<file path="src/rtl/ldst_pkg.sv">
`timescale 1ns/1ps
package ldst_pkg;
  // Strobes from the control module to the queue datapath
  typedef struct packed {
    logic ldPush;     // returning read data enters load queue
    logic ldPop;      // consumer takes load head
    logic sdPush;     // store data enters its queue
    logic sdPop;      // store data head leaves with a write
    logic saPush;     // store address enters its queue
    logic saPop;      // store address head leaves with a write
    logic issueStore; // memory port carries the store heads
  } qStrobe_t;
endpackage

</file>
<file path="src/rtl/ldst_fifo.sv">
`timescale 1ns/1ps
module ldst_fifo #(
  parameter int W     = 32,
  parameter int DEPTH = 4,
  localparam int PW   = (DEPTH > 1) ? $clog2(DEPTH) : 1,
  localparam int CW   = $clog2(DEPTH + 1)
) (
  input  logic          clk,
  input  logic          rstN,
  input  logic          push,
  input  logic          pop,
  input  logic [W-1:0]  wrData,
  output logic [W-1:0]  rdData,
  output logic [CW-1:0] count,
  output logic          empty,
  output logic          full
);
  logic [W-1:0]  mem [DEPTH];
  logic [PW-1:0] wrPtr, rdPtr, wrNext, rdNext;
  logic          doPush, doPop;

  assign empty  = (count == '0);
  assign full   = (count == CW'(DEPTH));
  assign doPush = push && !full;
  assign doPop  = pop && !empty;
  assign rdData = mem[rdPtr];

  generate
    if (DEPTH > 1 && (DEPTH & (DEPTH - 1)) == 0) begin : g_pow2
      assign wrNext = wrPtr + 1'b1;
      assign rdNext = rdPtr + 1'b1;
    end else begin : g_wrap
      assign wrNext = (wrPtr == PW'(DEPTH - 1)) ? '0 : wrPtr + 1'b1;
      assign rdNext = (rdPtr == PW'(DEPTH - 1)) ? '0 : rdPtr + 1'b1;
    end
  endgenerate

  always_ff @(posedge clk) begin
    if (doPush) mem[wrPtr] <= wrData;
  end

  always_ff @(posedge clk) begin
    if (!rstN) begin
      wrPtr <= '0;
      rdPtr <= '0;
      count <= '0;
    end else begin
      if (doPush) wrPtr <= wrNext;
      if (doPop)  rdPtr <= rdNext;
      case ({doPush, doPop})
        2'b10:   count <= count + 1'b1;
        2'b01:   count <= count - 1'b1;
        default: count <= count;
      endcase
    end
  end
endmodule

</file>
<file path="src/rtl/ldst_datapath.sv">
`timescale 1ns/1ps
module ldst_datapath import ldst_pkg::*; #(
  parameter int AW       = 16,
  parameter int DW       = 32,
  parameter int LD_DEPTH = 4,
  parameter int ST_DEPTH = 4,
  localparam int LCW     = $clog2(LD_DEPTH + 1),
  localparam int SCW     = $clog2(ST_DEPTH + 1)
) (
  input  logic           clk,
  input  logic           rstN,
  input  qStrobe_t       strb,
  input  logic [AW-1:0]  ldAddr,
  input  logic [AW-1:0]  stAddr,
  input  logic [DW-1:0]  pushData,
  input  logic [DW-1:0]  memRspData,
  output logic [DW-1:0]  popData,
  output logic [AW-1:0]  memReqAddr,
  output logic [DW-1:0]  memReqData,
  output logic [LCW-1:0] ldCount,
  output logic           ldEmpty,
  output logic           ldFull,
  output logic [SCW-1:0] sdCount,
  output logic           sdEmpty,
  output logic           sdFull,
  output logic [SCW-1:0] saCount,
  output logic           saEmpty,
  output logic           saFull
);
  logic [DW-1:0] sdHead;
  logic [AW-1:0] saHead;

  ldst_fifo #(.W(DW), .DEPTH(LD_DEPTH)) u_ldq (
    .clk(clk), .rstN(rstN), .push(strb.ldPush), .pop(strb.ldPop),
    .wrData(memRspData), .rdData(popData),
    .count(ldCount), .empty(ldEmpty), .full(ldFull));

  ldst_fifo #(.W(DW), .DEPTH(ST_DEPTH)) u_sdq (
    .clk(clk), .rstN(rstN), .push(strb.sdPush), .pop(strb.sdPop),
    .wrData(pushData), .rdData(sdHead),
    .count(sdCount), .empty(sdEmpty), .full(sdFull));

  ldst_fifo #(.W(AW), .DEPTH(ST_DEPTH)) u_saq (
    .clk(clk), .rstN(rstN), .push(strb.saPush), .pop(strb.saPop),
    .wrData(stAddr), .rdData(saHead),
    .count(saCount), .empty(saEmpty), .full(saFull));

  always_comb begin
    memReqAddr = strb.issueStore ? saHead : ldAddr;
    memReqData = strb.issueStore ? sdHead : '0;
  end
endmodule

</file>
<file path="src/rtl/ldst_control.sv">
`timescale 1ns/1ps
module ldst_control import ldst_pkg::*; #(
  parameter int LD_DEPTH = 4,
  parameter int ST_DEPTH = 4,
  localparam int LCW     = $clog2(LD_DEPTH + 1)
) (
  input  logic           clk,
  input  logic           rstN,
  input  logic           ldAddrValid,
  input  logic           stAddrValid,
  input  logic           popReq,
  input  logic           pushReq,
  input  logic           memReqReady,
  input  logic           memRspValid,
  input  logic [LCW-1:0] ldCount,
  input  logic           ldEmpty,
  input  logic           sdEmpty,
  input  logic           sdFull,
  input  logic           saEmpty,
  input  logic           saFull,
  output qStrobe_t       strb,
  output logic           ldAddrStall,
  output logic           stAddrStall,
  output logic           popStall,
  output logic           pushStall,
  output logic           memReqValid,
  output logic           memReqWrite,
  output logic           trap,
  output logic [LCW-1:0] outstanding
);
  logic [LCW:0] inFlight;
  logic credit, ldWant, loadAccept, storeReady, storeAccept;
  logic popDead, pushDead;

  assign inFlight    = {1'b0, outstanding} + {1'b0, ldCount};
  assign credit      = inFlight < (LCW + 1)'(LD_DEPTH);
  assign ldWant      = ldAddrValid && credit;
  assign loadAccept  = ldWant && memReqReady;
  assign storeReady  = !sdEmpty && !saEmpty;

  // Loads own the port whenever they can go; stores fill the gaps
  assign memReqValid = ldWant || storeReady;
  assign memReqWrite = !ldWant && storeReady;
  assign storeAccept = memReqWrite && memReqReady;

  assign ldAddrStall = ldAddrValid && !loadAccept;
  assign popStall    = popReq && ldEmpty;
  assign pushStall   = pushReq && sdFull;
  assign stAddrStall = stAddrValid && saFull;

  always_comb begin
    strb.ldPush     = memRspValid;
    strb.ldPop      = popReq && !ldEmpty;
    strb.sdPush     = pushReq && !sdFull;
    strb.sdPop      = storeAccept;
    strb.saPush     = stAddrValid && !saFull;
    strb.saPop      = storeAccept;
    strb.issueStore = memReqWrite;
  end

  // Stalls with nothing in flight that could ever release them
  assign popDead  = popReq && ldEmpty && (outstanding == '0) && !loadAccept;
  assign pushDead = pushReq && sdFull && saEmpty && !stAddrValid;

  always_ff @(posedge clk) begin
    if (!rstN) begin
      outstanding <= '0;
      trap        <= 1'b0;
    end else begin
      case ({loadAccept, memRspValid})
        2'b10:   outstanding <= outstanding + 1'b1;
        2'b01:   outstanding <= outstanding - 1'b1;
        default: outstanding <= outstanding;
      endcase
      if (popDead || pushDead) trap <= 1'b1;
    end
  end
endmodule

</file>
<file path="src/rtl/ldst_queue_unit.sv">
`timescale 1ns/1ps
module ldst_queue_unit import ldst_pkg::*; #(
  parameter int AW       = 16,
  parameter int DW       = 32,
  parameter int LD_DEPTH = 4,
  parameter int ST_DEPTH = 4
) (
  input  logic          clk,
  input  logic          rstN,
  input  logic          ldAddrValid,
  input  logic [AW-1:0] ldAddr,
  output logic          ldAddrStall,
  input  logic          stAddrValid,
  input  logic [AW-1:0] stAddr,
  output logic          stAddrStall,
  input  logic          popReq,
  output logic [DW-1:0] popData,
  output logic          popStall,
  input  logic          pushReq,
  input  logic [DW-1:0] pushData,
  output logic          pushStall,
  output logic          memReqValid,
  output logic          memReqWrite,
  output logic [AW-1:0] memReqAddr,
  output logic [DW-1:0] memReqData,
  input  logic          memReqReady,
  input  logic          memRspValid,
  input  logic [DW-1:0] memRspData,
  output logic          trap
);
  localparam int LCW = $clog2(LD_DEPTH + 1);
  localparam int SCW = $clog2(ST_DEPTH + 1);

  qStrobe_t       strb;
  logic [LCW-1:0] ldCount, outstanding;
  logic [SCW-1:0] sdCount, saCount;
  logic           ldEmpty, ldFull, sdEmpty, sdFull, saEmpty, saFull;

  ldst_control #(.LD_DEPTH(LD_DEPTH), .ST_DEPTH(ST_DEPTH)) u_ctrl (
    .clk(clk), .rstN(rstN),
    .ldAddrValid(ldAddrValid), .stAddrValid(stAddrValid),
    .popReq(popReq), .pushReq(pushReq),
    .memReqReady(memReqReady), .memRspValid(memRspValid),
    .ldCount(ldCount), .ldEmpty(ldEmpty),
    .sdEmpty(sdEmpty), .sdFull(sdFull),
    .saEmpty(saEmpty), .saFull(saFull),
    .strb(strb),
    .ldAddrStall(ldAddrStall), .stAddrStall(stAddrStall),
    .popStall(popStall), .pushStall(pushStall),
    .memReqValid(memReqValid), .memReqWrite(memReqWrite),
    .trap(trap), .outstanding(outstanding));

  ldst_datapath #(.AW(AW), .DW(DW), .LD_DEPTH(LD_DEPTH), .ST_DEPTH(ST_DEPTH)) u_dp (
    .clk(clk), .rstN(rstN), .strb(strb),
    .ldAddr(ldAddr), .stAddr(stAddr), .pushData(pushData),
    .memRspData(memRspData), .popData(popData),
    .memReqAddr(memReqAddr), .memReqData(memReqData),
    .ldCount(ldCount), .ldEmpty(ldEmpty), .ldFull(ldFull),
    .sdCount(sdCount), .sdEmpty(sdEmpty), .sdFull(sdFull),
    .saCount(saCount), .saEmpty(saEmpty), .saFull(saFull));
endmodule

</file>
<file path="config.mk">
export PLATFORM = sky130hd
export DESIGN_NAME = ldst_queue_unit
export DESIGN_NICKNAME = d
export VERILOG_FILES = /design/src/rtl/ldst_pkg.sv /design/src/rtl/ldst_fifo.sv /design/src/rtl/ldst_datapath.sv /design/src/rtl/ldst_control.sv /design/src/rtl/ldst_queue_unit.sv
export SDC_FILE = /design/constraint.sdc
export NUM_CORES = 1
export LEC_CHECK = 0
export BUFFER_PORTS_ARGS = -buffer_cell sky130_fd_sc_hd__buf_2
export CORE_MARGIN = 2
export CORE_UTILIZATION = 48
export DETAILED_ROUTE_END_ITERATION = 8
export GPL_ROUTABILITY_DRIVEN = 0
export PLACE_DENSITY = 0.71
export SYNTH_ARGS = -nofsm -noshare
export SYNTH_HDL_FRONTEND = slang
export SYNTH_SLANG_ARGS = --single-unit
</file>
<file path="constraint.sdc">
create_clock -name clk -period 2.65 [get_ports clk]
set_clock_uncertainty 0.05 [all_clocks]
set_input_delay 0.3975 -clock clk [delete_from_list [all_inputs] [get_ports clk]]
set_output_delay 0.3975 -clock clk [all_outputs]
set_load 0.05 [all_outputs]
</file>
==> flow_summary.json <==
{
  "status": "finished, violations left",
  "violations": "negative setup slack",
  "synth_area_leader_cell": "edfxtp_1",
  "yosysMostFrequentCell": "edfxtp_1",
  "period_needed_ps": 2809,
  "fillers": 2042,
  "viasPerCell": 5.220,
  "wl_per_cell_um": 19.61,
  "synthArstFlopShare_pct": 0,
  "cts_tree": "yes",
  "worst_slew_pin_slew_ps": 835.2,
  "grt_pass1_vias": 7234,
  "cp-start-kind": "register",
  "wl_met1_um": 10820,
  "grt_max_degree": 33,
  "rsz0062_at_grt": "yes",
  "fin_setup_tns_ps": -5298,
  "hold_viol_final": 0,
  "path_cells": "ha_4 -> nand3_4 -> buf_6 -> a211oi_4 -> buf_6 -> buf_6 -> buf_16 -> mux2_4 -> buf_8",
  "arrival_ps": 2360,
  "start_util_pct": 48.48,
  "drt_iter0_drc": 525,
  "clkSinkCount": 351,
  "finalWirelength_um": 25990,
  "cpPeakStageDelay_ps": 330,
  "cp_slowest_cell": "dfxtp_2",
  "vias": 6916,
  "path_max_fanout": 4,
  "grt-ovfl-total": 0,
  "rows": 62,
  "synth_area_mm2": 0.01380,
  "max_freq_mhz": 356.0,
  "report.final.slew_viol_count": 0,
  "core_area_mm2": 0.02847,
  "fin_nets": 1037,
  "synth-seq-cells": 351,
  "powerDensity_mw_per_mm2": 904.6,
  "die_w_um": 173.6,
  "setup_viol": 49,
  "cts_hold_buf": 0,
  "leakagePower_uw": 0.006093,
  "wl_met2_um": 12830,
  "synthCells": 671,
  "grt_first_pass_wirelength_um": 40250,
  "timing.critical_path.mode_cell": "buf_6",
  "syn_nets": 797,
  "yosysWarnings": 0,
  "port_buffers": 190,
  "maxCapViolCount": 0,
  "clock_latency_ps": 510,
  "critical_path_class": "register to primary output",
  "max_slew_margin_pct": 44.32,
  "synthTopCellsByArea": "edfxtp_1, mux4_2, dfxtp_1",
  "finalCritPeriodShare_pct": 106.0,
  "ys.flop_type": "edfxtp_1",
  "cp-end-kind": "primary output",
  "drive_above_1_share_pct": 46.64,
  "synth_edf_count": 320,
  "drc": 0,
  "syn_area_per_cell_um2": 20.57,
  "antenna_found_initial": 5,
  "routed-wl-met3_um": 1834,
  "post-route-util_pct": 60.66,
  "root_buffer": "clkbuf_16",
  "die-area_mm2": 0.03013,
  "htreeDepth": 2,
  "max-vdd-ir-drop_v": 0.0007673,
  "dr.pass1.iters": 4,
  "fp.dieH_um": 173.6,
  "path_clk_slew_ps": 60,
  "antenna_left": 0,
  "synth_common_cells": "edfxtp_1, mux4_2, and2_1",
  "hp-class": "primary input to register",
  "setup_slack_ps": -159.2,
  "cp_data_required_time_ps": 2200,
  "synth.distinct_cells": 38,
  "clock_tree.buffer_depth": 3,
  "cts_buffers": 37,
  "top_layer": "met5",
  "yosysSeqAreaShare_pct": 74.12,
  "dpl.hpwl_um": 15480,
  "synth_top_area_share_pct": 69.62,
  "track_usage_pct": 17.31,
  "area_growth_pct": 25.12,
  "io_pins": 191
}
-- worst max-delay path, delay by kind of cell, from the launching register on --
kind | cells | cell delay (ps)
compound gates | 1 | 230
fa+ha+maj | 1 | 270
buf+inv | 5 | 650
flops | 1 | 330
mux | 1 | 310
simple gates | 1 | 70
-- flip-flops by register name, summed over array words and instances, names as in the netlist, named ones only --
| signal | flops |
|---|---|
| u_ctrl.outstanding | 3 |
| u_ctrl.trap | 1 |
| u_dp.u_ldq.count | 3 |
| u_dp.u_ldq.mem | 128 |
| u_dp.u_ldq.rdPtr | 2 |
| u_dp.u_ldq.wrPtr | 2 |
| u_dp.u_saq.count | 3 |
| u_dp.u_saq.mem | 64 |
| u_dp.u_saq.rdPtr | 2 |
| u_dp.u_saq.wrPtr | 2 |
| u_dp.u_sdq.count | 3 |
| u_dp.u_sdq.mem | 128 |
| u_dp.u_sdq.rdPtr | 2 |
| u_dp.u_sdq.wrPtr | 2 |
-- final timing paths --
path	end	from	slack, ps	cells after the start
max	memReqAddr[6]	u_dp.u_ldq.count[1]	-160	9
min	u_dp.u_ldq.mem[0][4]	memRspData[4]	50	1
max reg2reg	u_dp.u_sdq.count[2]	u_dp.u_ldq.count[1]	-30	10
min reg2reg	u_dp.u_sdq.rdPtr[1]	u_dp.u_sdq.rdPtr[1]	420	2
-- metrics by stage --
step	area, um2	cells	hold slack, ps	total power [uW]	setup WS (ps)
5_1_grt	17260	1323	32.60	16260	-254.4
4_1_cts	17210	1319	25.04	15770	-194.4
3_5_place_dp	15330	1237	421.1	10360	-80.99
6_report	17270	1325	47.76	15620	-159.2
2_1_floorplan	13810	671	395.1	9437	26.78
3_3_place_gp	15330	1237	410.9	10310	84.57
-- final cells by class --
class / count / area [um2] / area share [%]
sequential: 351 / 10240 / 59.31
clock buffer: 43 / 948.4 / 5.492
antenna: 4 / 10.01 / 0.05796
multi-input combinational: 265 / 3446 / 19.95
timing repair buffer: 233 / 1849 / 10.71
clock inverter: 22 / 206.4 / 1.195
tap: 384 / 480.5 / 2.782
inverter: 23 / 86.33 / 0.4999
-- what timing repair did --
item,4_1_cts,5_1_grt
buffers inserted,11,3
setup endpoints to repair,52,57
cloned,6,1
pin swaps,3,3
resized for setup,156,13
hold endpoints to repair,0,0
-- kinds of logic after synthesis --
group | Yosys count | synth area share, %
mux | 102 | 15.23
flops | 351 | 74.12
xor+xnor | 10 | 0.6345
fa+ha+maj | 22 | 2.212
compound gates | 35 | 1.849
buf+inv | 55 | 1.768
simple gates | 96 | 4.188
-- power by group --
group	internal (uW)	switching, uW
clock	2880	2020
combinational	1610	2450
sequential	6470	195
total	11000	4660
-- layer usage --
layer  track usage, %  vias up
met3            5.044       44
met5                0        -
li1                 -     3184
met1            22.66     3490
met2            28.65      196
met4            4.692        2
-- layout by cell type, fill, tap and decap left out, drive strengths merged, types with 8 or more instances in the layout --
master	synthesis	routed
clkbuf	14	44
and3	12	12
and2	33	33
xor2	10	10
nor2	16	16
ha	18	18
clkinv	0	12
nand3	8	8
dfxtp	31	31
mux2	16	16
a21oi	14	14
mux4	80	80
inv	23	27
buf	18	232
edfxtp	320	320
nand2	10	10
Note: power is estimated with default switching activity, not from simulation.
